==> src/rtl/dma_pc_addr_unit.sv <==
module dma_pc_addr_unit #(
  parameter int AW       = 16,
  parameter int NREGS    = 16,
  parameter int STEP     = 2,
  parameter int RESET_PC = 0,
  parameter int PC_IDX   = 0,
  parameter int DP_IDX   = 1
) (
  input  logic          clk,
  input  logic          rst_n,
  input  logic          dma_req,
  input  logic          ls_req,
  input  logic [AW-1:0] ls_addr,
  input  logic          mem_rdy,
  input  logic          br_we,
  input  logic [AW-1:0] br_target,
  input  logic          dptr_we,
  input  logic [AW-1:0] dptr_val,
  output logic [AW-1:0] mem_addr,
  output logic [1:0]    cyc_type,
  output logic          advance
);
  localparam int IW = (NREGS > 1) ? $clog2(NREGS) : 1;
  localparam logic [IW-1:0] PC_SEL = PC_IDX[IW-1:0];
  localparam logic [IW-1:0] DP_SEL = DP_IDX[IW-1:0];

  typedef enum logic [1:0] {
    S_FETCH = 2'b01,
    S_DMA   = 2'b10,
    S_LS    = 2'b11
  } slot_t;

  slot_t         slot, slot_nx;
  logic [AW-1:0] rf [NREGS];
  logic [IW-1:0] rsel;
  logic [AW-1:0] rd, inc;
  logic          bump;

  assign rsel     = (slot == S_DMA) ? DP_SEL : PC_SEL;
  assign rd       = rf[rsel];
  assign inc      = rd + STEP[AW-1:0];
  assign mem_addr = (slot == S_LS) ? ls_addr : rd;
  assign cyc_type = slot;
  assign bump     = mem_rdy && (slot != S_LS);
  assign advance  = mem_rdy && (slot_nx == S_FETCH);

  always_comb begin
    slot_nx = slot;
    if (mem_rdy) begin
      unique case (slot)
        S_FETCH: slot_nx = dma_req ? S_DMA : (ls_req ? S_LS : S_FETCH);
        S_DMA:   slot_nx = ls_req ? S_LS : S_FETCH;
        default: slot_nx = S_FETCH;
      endcase
    end
  end

  always_ff @(posedge clk) begin
    if (!rst_n) begin
      slot <= S_FETCH;
      for (int i = 0; i < NREGS; i++) rf[i] <= '0;
      rf[PC_IDX] <= RESET_PC[AW-1:0];
    end else begin
      slot <= slot_nx;
      if (bump)    rf[rsel]   <= inc;
      if (br_we)   rf[PC_IDX] <= br_target;
      if (dptr_we) rf[DP_IDX] <= dptr_val;
    end
  end
endmodule


==> config.mk <==
export PLATFORM = sky130hd
export DESIGN_NAME = dma_pc_addr_unit
export DESIGN_NICKNAME = d
export VERILOG_FILES = /design/src/rtl/dma_pc_addr_unit.sv
export SDC_FILE = /design/constraint.sdc
export NUM_CORES = 1
export LEC_CHECK = 0
export ABC_AREA = 1
export BUFFER_PORTS_ARGS = -buffer_cell sky130_fd_sc_hd__clkbuf_2
export CAP_MARGIN = 20
export CORE_MARGIN = 2
export CORE_UTILIZATION = 58
export CTS_BUF_LIST = sky130_fd_sc_hd__clkbuf_8
export CTS_CLUSTER_SIZE = 28
export DETAILED_ROUTE_END_ITERATION = 8
export PLACE_DENSITY = 0.88
export RECOVER_POWER = 50
export SYNTH_ARGS = -nofsm -noshare
export SYNTH_HDL_FRONTEND = slang
export SYNTH_SLANG_ARGS = --single-unit
==> constraint.sdc <==
create_clock -name clk -period 6.5 [get_ports clk]
set_input_delay 0.975 -clock clk [delete_from_list [all_inputs] [get_ports clk]]
set_output_delay 0.975 -clock clk [all_outputs]
set_load 0.05 [all_outputs]
==> flow_summary_export.csv, run 1 <==
group,metric,value,unit
layout,area_delta_synth_final,17.0,%
timing,slew-limit-headroom,-0.149,
power,p_leak,1.44,nW
detailed_routing,viasPerCell,5.31,
synth,postSynth.asyncResetShare,0,
detailed_routing,drt_pre_antenna_iters,5,
worst_setup_path,arrival,3.34,ns
placement,io_buffers,73,
global_routing,track_usage,0.268,
clocking,cts_setup_buffers,0,
layout,nets,492,
layout,diodes,0,
worst_setup_path,cp_slowest_cell,"clkbuf_1",
placement,placed_cells,476,
power,power.density,216,nW/µm²
layout,drive_above_1_share,0.182,
synth,synth_area_leader_cell,"edfxtp_1",
detailed_routing,wl_per_cell,12.6,µm
clocking,path_clk_slew,0.07,ns
worst_setup_path,critPathTopFamily,"buffers and inverters",
synth,synth-main-ff-cell,"edfxtp_1",
worst_setup_path,cp_max_fo,41,
global_routing,grt_max_degree,42,
timing,drv_slew,42,
global_routing,antenna_found_initial,0,
timing,finalSetupTns,0,ns
floorplan,initial_utilization,0.611,
timing,finalSetupViolCount,0,
clocking,h-tree-depth,2,
layout,nFillCells,366,
worst_setup_path,critPathRequiredTime,5.52,ns
worst_setup_path,cp_cell_sequence,"ha_1 -> clkbuf_1 -> inv_4 -> or2_2 -> o21a_1 -> inv_1 -> o21ai_0 -> clkbuf_2",
clocking,insertion_delay,0.29,ns
clocking,postCtsResizedCells,0,
timing,fin_crit_sh,0.663,
floorplan,ioPinCount,74,
synth,yosys_register_bits,34,
power,power.internal,0.395,mW
detailed_routing,drc,0,
worst_setup_path,cp.depth,8,
clocking,cts-root-buf,"clkbuf_8",
floorplan,die_h,69.4,µm
synth,yosysUniqueCellTypes,28,
detailed_routing,first_iter_violations,145,
worst_setup_path,cp_slowest_stage_delay,1.24,ns
synth,synth_edf_count,32,
synth,syn-instance-count,363,
power,sequentialPowerShare,0.429,
synth,seq_area_frac_synth,0.404,
timing,fmax,232,MHz
detailed_routing,ant_nets,0,
synth,ys_top_cells_by_count,"nand2_1 (162), inv_1 (42), o21ai_0 (33), edfxtp_1 (32), nand3_1 (26)",
worst_setup_path,cp_num_buf_inv,4,
global_routing,grt_pass1_vias,2423,
layout,seqCellArea,1000,µm²
timing,hold_ws,0.566,ns
power,sw_frac_of_total,0.369,
clocking,cts_tree,"yes",
clocking,cts_buffers,5,
global_routing,grt-ovfl-total,0,
floorplan,die_area,4810,µm²
floorplan,core_region_area,4060,µm²
synth,post-synth-top-count-cell,"nand2_1",
layout,multi_input_area,1200,µm²
worst_setup_path,timing.setup.critical_path_class,"reg2out",
clocking,cts_buffer_depth,2,
detailed_routing,routed_wl,6110,µm
placement,place_hpwl,4530,µm
synth,ys_warn_count,0,
placement,gp_congestion,0.872,
run,max-cap-violations,1,
timing,fin_skew,0.00301,ns
timing,worst_slew_pin_slew,1.72,ns
synth,synthesis.nets,421,
synth,synth_top_area_share,0.388,
power,vdd_drop_max,0.158,mV
worst_hold_path,hold_path.class,"reg2reg",
worst_setup_path,worst_setup_path_start_kind,"flop",
power,power.switching,0.230,mW
synth,synth_top_cells_by_area,"edfxtp_1 (39%), nand2_1 (25%), o21ai_0 (6.7%)",
clocking,cts.sinks,34,
floorplan,row_count,23,
outcome,violations,"capacitance limit, slew limit",
synth,syn_area_per_cell,6.82,µm²
detailed_routing,num_vias,2577,
worst_hold_path,min_path_cells,2,
worst_setup_path,cp-end-kind,"output pin",
clocking,hold_buffers,0,
global_routing,grt_pass1_wl,10400,µm
power,pwr-share-clk,0.255,
synth,netlist_area,2480,µm²
power,power_frac_comb,0.316,
outcome,status,"complete, but fails checks",
timing,rsz0062_at_grt,"false",
timing,final.min_clock_period,4.31,ns
worst_setup_path,r2r_cells,6,
layout,fin_cells,485,
floorplan,fp.dieW,69.4,µm
timing,hold_viol_final,0,
[tightest hold or removal path, stage by stage, from the launching register on]
cell     delay, ns
dfxtp_1       0.35
a21oi_1       0.13
nor2_1        0.04
[registers in the layout, summed over array words and instances (netlist names)]
register and flops:
cyc_type 2, rf 32
[stage by stage]
stage	total power [mW]	setup slack (ns)	instance area [µm²]	utilization
detailed placement	0.473	3.17	2840	0.701
floorplan	0.420	2.87	2480	-
finish	0.625	2.19	2900	0.714
global route	0.653	1.90	2900	0.714
CTS	0.628	3.23	2930	0.723
global placement	0.468	3.20	2840	0.701
[worst paths after layout]
check	from	to	slack, ns
worst min-delay path	cyc_type[1]	cyc_type[1]	0.57
worst max-delay path	cyc_type[1]	mem_addr[15]	2.19
worst min register to register	cyc_type[1]	cyc_type[1]	0.57
worst max register to register	cyc_type[1]	rf[1][11]	2.49
[cell usage in the layout, fill, tap and decap left out, types with 2 or more instances in the layout]
cell type  count
a21oi_1        3
clkbuf_1       9
clkbuf_2      65
clkbuf_8       6
dfxtp_1        2
edfxtp_1      32
ha_1           3
inv_1         44
inv_4          2
nand2_1      163
nand3_1       26
nand4_1        2
nor2_1        25
nor3_1         2
o21ai_0       39
o21ai_2        3
[cells by family (layout without fill, tap and decap cells)]
group | after synthesis | after routing | share of synthesized area
fa+ha+maj | 3 | 3 | 0.0152
compound gates | 48 | 48 | 0.110
flops | 34 | 34 | 0.404
simple gates | 221 | 221 | 0.369
mux | 1 | 1 | 0.00404
buf+inv | 56 | 128 | 0.0985
[cell type report]
cell class,instances,area share
clock buffer,6,0.0285
inverter,45,0.0600
multi-input combinational,273,0.413
timing repair buffer,75,0.129
tap,50,0.0216
clock inverter,2,0.00259
sequential,34,0.345
[power by group through the flow]
stage | clock (mW) | combinational (mW) | sequential (mW)
after floorplan | 0 | 0.145 | 0.275
after CTS | 0.159 | 0.201 | 0.268
final | 0.159 | 0.198 | 0.268
after global placement | 0 | 0.196 | 0.272
after global routing | 0.166 | 0.217 | 0.270
after detailed placement | 0 | 0.200 | 0.273
[per-layer routing]
layer / GRT usage / vias up / part of all wire
met5: 0 / - / 0
li1: - / 1299 / -
met2: 0.465 / 110 / 0.48
met4: 0.0871 / 0 / 0.020
met1: 0.334 / 1153 / 0.42
met3: 0.0552 / 15 / 0.081
No activity file was read; power rests on OpenSTA's default activity.
==> run 2: changes to the inputs <==
- CORE_UTILIZATION: 58 -> 48
- PLACE_DENSITY: 0.88 -> 0.78
- clock period: 6.5 -> 3.7 ns (I/O delays scaled with it)
==> flow_summary_export.csv, run 2 (same netlist as run 1, synthesis figures left out) <==
group,metric,value,unit
outcome,status,"completed",
timing,drv_slew,0,
power,p_leak,1.46,nW
layout,diodes,0,
detailed_routing,drt_pre_antenna_iters,5,
placement,placed_cells,499,
detailed_routing,wl_per_cell,12.4,µm
clocking,cts_buffer_depth,2,
timing,finalSetupViolCount,0,
detailed_routing,num_vias,2548,
floorplan,ioPinCount,74,
global_routing,grt_max_degree,34,
layout,seqCellArea,1000,µm²
detailed_routing,first_iter_violations,182,
power,pwr-share-clk,0.258,
layout,nFillCells,506,
power,power_frac_comb,0.316,
power,sequentialPowerShare,0.426,
timing,finalSetupTns,0,ns
detailed_routing,drc,0,
clocking,postCtsResizedCells,0,
placement,place_hpwl,4600,µm
worst_setup_path,worst_setup_path_start_kind,"flop",
timing,hold_ws,0.530,ns
placement,gp_congestion,0.853,
power,power.density,375,nW/µm²
worst_setup_path,cp_max_fo,18,
global_routing,grt_pass1_wl,10300,µm
power,power.internal,0.695,mW
layout,largest-register,"rf",
layout,multi_input_area,1210,µm²
placement,io_buffers,73,
detailed_routing,ant_nets,0,
layout,largest_reg_flops,32,
clocking,cts_tree,"yes",
timing,worst_slew_pin_slew,0.786,ns
worst_setup_path,cp-end-kind,"flop",
timing,rsz0062_at_grt,"false",
global_routing,antenna_found_initial,0,
clocking,hold_buffers,0,
global_routing,track_usage,0.237,
power,sw_frac_of_total,0.372,
floorplan,die_h,75.8,µm
timing,slew-limit-headroom,0.475,
power,power.switching,0.412,mW
floorplan,die_area,5750,µm²
timing,fin_skew,0.00815,ns
timing,fin_crit_sh,0.851,
layout,drive_above_1_share,0.201,
floorplan,row_count,26,
clocking,cts.sinks,34,
clocking,insertion_delay,0.29,ns
detailed_routing,routed_wl,6260,µm
worst_setup_path,arrival,3.07,ns
floorplan,initial_utilization,0.491,
power,vdd_drop_max,0.198,mV
layout,area_delta_synth_final,19.1,%
layout,utilization,0.585,
floorplan,fp.dieW,75.8,µm
power,finalPower,1.11,mW
clocking,cts_buffers,5,
clocking,h-tree-depth,2,
clocking,cts_setup_buffers,0,
clocking,path_clk_slew,0.07,ns
layout,nets,494,
floorplan,core_region_area,5040,µm²
worst_setup_path,timing.setup.critical_path_class,"reg2reg",
timing,final.min_clock_period,3.15,ns
run,max-cap-violations,0,
timing,fmax,318,MHz
worst_setup_path,critPathRequiredTime,3.62,ns
worst_hold_path,hold_path.class,"in2reg",
layout,fin_cells,507,
clocking,cts-root-buf,"clkbuf_8",
global_routing,grt-ovfl-total,0,
layout,final_cell_mix,"nand2_1 (162), clkbuf_2 (69), inv_1 (43), o21ai_0 (39), edfxtp_1 (32)",
global_routing,grt_pass1_vias,2342,
timing,hold_viol_final,0,
detailed_routing,viasPerCell,5.03,
layout,layout_commonest_cell,"nand2_1",
[run 2: changes by cell type in the layout (fill, tap and decap cells not counted)]
cell	delta
o21ai_1	-1
nand2_1	-1
clkbuf_2	+4
nor3_4	+1
nor3_1	-1
buf_4	+2
o21ai_2	+1
clkbuf_1	-3
nand2_2	+1
inv_1	-1
buf_8	-1
clkinv_2	+1
[run 2: critical path, cell delays in order (launching register included)]
cell	delay, ns
dfxtp_1	0.41
ha_1	0.66
inv_4	0.23
nor4_4	0.31
clkbuf_1	0.50
inv_4	0.13
nand2_1	0.54
[run 2: area by class of cell]
class	count	share of cell area
timing repair buffer	77	0.130
clock inverter	2	0.00297
multi-input combinational	273	0.411
tap	70	0.0297
inverter	45	0.0589
sequential	34	0.339
clock buffer	6	0.0280
[run 2: power groups by stage]
| stage | combinational (mW) | sequential (mW) | clock (mW) |
|---|---|---|---|
| 6_report | 0.350 | 0.471 | 0.286 |
| 5_1_grt | 0.385 | 0.475 | 0.300 |
| 4_1_cts | 0.356 | 0.471 | 0.284 |
| 3_5_place_dp | 0.354 | 0.480 | 0 |
| 3_3_place_gp | 0.349 | 0.478 | 0 |
| 2_1_floorplan | 0.254 | 0.483 | 0 |
[run 2: per-layer routing]
| layer | GRT usage | wire length [µm] | vias up |
|---|---|---|---|
| li1 | - | - | 1308 |
| met1 | 0.306 | 2780 | 1149 |
| met2 | 0.414 | 3050 | 84 |
| met3 | 0.0384 | 357 | 7 |
| met4 | 0.0624 | 78 | 0 |
| met5 | 0 | 0 | - |
[run 2: per-stage QoR]
step,cell area (µm²),setup slack [ns]
6_report,2950,0.551
5_1_grt,2950,0.352
4_1_cts,2980,0.667
3_5_place_dp,2890,0.886
3_3_place_gp,2890,0.984
2_1_floorplan,2480,0.493
[run 2: final timing paths]
check          startpoint          end  slack (ns)  cells after the start
min          br_target[8]     rf[0][8]        0.53                      3
min reg2reg   cyc_type[1]  cyc_type[1]        0.58                      2
max           cyc_type[1]    rf[1][13]        0.55                      6
max reg2reg   cyc_type[1]    rf[1][13]        0.55                      6
==> run 3: changes to the inputs <==
- CELL_PAD_IN_SITES_DETAIL_PLACEMENT: default -> 1
- CELL_PAD_IN_SITES_GLOBAL_PLACEMENT: default -> 1
- CORE_UTILIZATION: 48 -> 33
- PLACE_DENSITY: 0.78 -> default
- PLACE_DENSITY_LB_ADDON: default -> 0.1
- RECOVER_POWER: 50 -> 100
==> flow_summary_export.csv, run 3 (same netlist as run 1, synthesis figures left out) <==
group,metric,value,unit
worst_hold_path,min_path_cells,3,
detailed_routing,viasPerCell,4.75,
timing,fmax,315,MHz
clocking,cts-root-buf,"clkbuf_8",
global_routing,antenna_found_initial,0,
floorplan,row_count,31,
placement,io_buffers,73,
timing,finalSetupViolCount,0,
global_routing,grt-ovfl-total,0,
layout,largest-register,"rf",
timing,hold_viol_final,0,
detailed_routing,routed_wl,7550,µm
timing,fin_skew,0.00946,ns
floorplan,core_region_area,7250,µm²
placement,place_hpwl,5870,µm
worst_setup_path,cp_max_fo,21,
placement,placed_cells,528,
floorplan,die_area,8220,µm²
outcome,status,"completed",
timing,finalSetupTns,0,ns
clocking,postCtsResizedCells,0,
worst_setup_path,arrival,2.62,ns
global_routing,track_usage,0.195,
worst_setup_path,worst_setup_path_start_kind,"flop",
placement,gp_congestion,0.797,
floorplan,die_h,90.6,µm
worst_hold_path,hold_path.class,"in2reg",
power,finalPower,1.11,mW
layout,fin_cells,536,
worst_setup_path,r2r_setup_slack,0.59,ns
worst_setup_path,r2r_cells,6,
clocking,cts.sinks,34,
worst_setup_path,r2r_start,"cyc_type[1]",
run,max-cap-violations,0,
clocking,path_clk_slew,0.07,ns
placement,dpl_cell_area,2930,µm²
layout,drive_above_1_share,0.169,
clocking,hold_buffers,0,
layout,diodes,0,
worst_setup_path,r2r-end,"rf[1][13]",
clocking,cts_buffers,5,
timing,rsz0062_at_grt,"false",
power,p_leak,1.42,nW
floorplan,initial_utilization,0.342,
layout,largest_reg_flops,32,
clocking,cts_setup_buffers,0,
global_routing,grt_max_degree,33,
layout,nets,494,
detailed_routing,num_vias,2546,
clocking,cts_buffer_depth,2,
detailed_routing,first_iter_violations,73,
power,power.density,373,nW/µm²
layout,area_delta_synth_final,20.0,%
detailed_routing,drc,0,
clocking,h-tree-depth,2,
layout,layout_commonest_cell,"nand2_1",
floorplan,fp.dieW,90.6,µm
worst_setup_path,critPathRequiredTime,3.14,ns
detailed_routing,drt_pre_antenna_iters,4,
worst_setup_path,cp-startpoint,"cyc_type[1]",
clocking,insertion_delay,0.29,ns
timing,drv_slew,0,
timing,slew-limit-headroom,0.411,
power,vdd_drop_max,0.147,mV
global_routing,grt_pass1_vias,2743,
worst_setup_path,timing.setup.critical_path_class,"reg2out",
layout,utilization,0.410,
timing,worst_slew_pin_slew,0.882,ns
floorplan,ioPinCount,74,
detailed_routing,ant_nets,0,
clocking,cts_tree,"yes",
worst_setup_path,endpoint,"mem_addr[5]",
layout,finalInstanceArea,2970,µm²
global_routing,grt_pass1_wl,12800,µm
timing,fin_crit_sh,0.859,
layout,final_cell_mix,"nand2_1 (163), clkbuf_2 (55), inv_1 (44), o21ai_0 (37), edfxtp_1 (32)",
detailed_routing,wl_per_cell,14.1,µm
timing,final.min_clock_period,3.18,ns
worst_setup_path,cp-end-kind,"output pin",
-- run 3: cell types whose count changed in the layout (fill, tap and decap cells not counted), sizes merged --
cell,before,now
buf,2,3
clkbuf,81,80
clkinv,2,1
inv,45,46
-- run 3: layout make-up --
cell class              count  area, µm²
clock buffers               6       82.6
multi-input cells         273       1210
inverters                  45        174
clock inverters             2       7.51
flip-flops and latches     34       1000
fillers                  1015       4280
well taps                  99        124
repair buffers             77        369
-- run 3: per-layer routing --
layer | routed length, µm | GRT usage
met5 | 0 | 0
met3 | 229 | 0.0275
met2 | 3770 | 0.343
met4 | 93 | 0.0564
met1 | 3450 | 0.249
-- run 3: worst min path at each step --
| stage | slack, ns | to | start |
|---|---|---|---|
| after floorplan | 0.62 | rf[1][0] | rf[0][0] |
| after global placement | 0.55 | cyc_type[0] | cyc_type[0] |
| after detailed placement | 0.57 | cyc_type[1] | cyc_type[1] |
| after CTS | 0.53 | rf[0][11] | br_target[11] |
| after global routing | 0.55 | rf[1][12] | dptr_val[12] |
| final | 0.54 | rf[0][11] | br_target[11] |
-- run 3: power breakdown --
| group | switching [mW] | leakage [nW] | total [mW] | internal, mW |
|---|---|---|---|---|
| sequential | 0.0130 | 0.370 | 0.471 | 0.458 |
| combinational | 0.267 | 0.996 | 0.351 | 0.0842 |
| clock | 0.141 | 0.0538 | 0.288 | 0.146 |
-- run 3: worst max-delay path, cell delays in order, from the launching register on --
cell and delay, ns:
dfxtp_1 0.40, ha_1 0.73, inv_4 0.23, nand2_1 0.11, o21ai_0 0.17, o21ai_0 0.19
clkbuf_1 0.49
-- run 3: through the flow --
step | setup slack (ns) | hold WS (ns)
2_1_floorplan | 0.493 | 0.615
3_3_place_gp | 0.800 | 0.550
3_5_place_dp | 0.698 | 0.565
4_1_cts | 0.563 | 0.532
5_1_grt | 0.221 | 0.547
6_report | 0.522 | 0.535
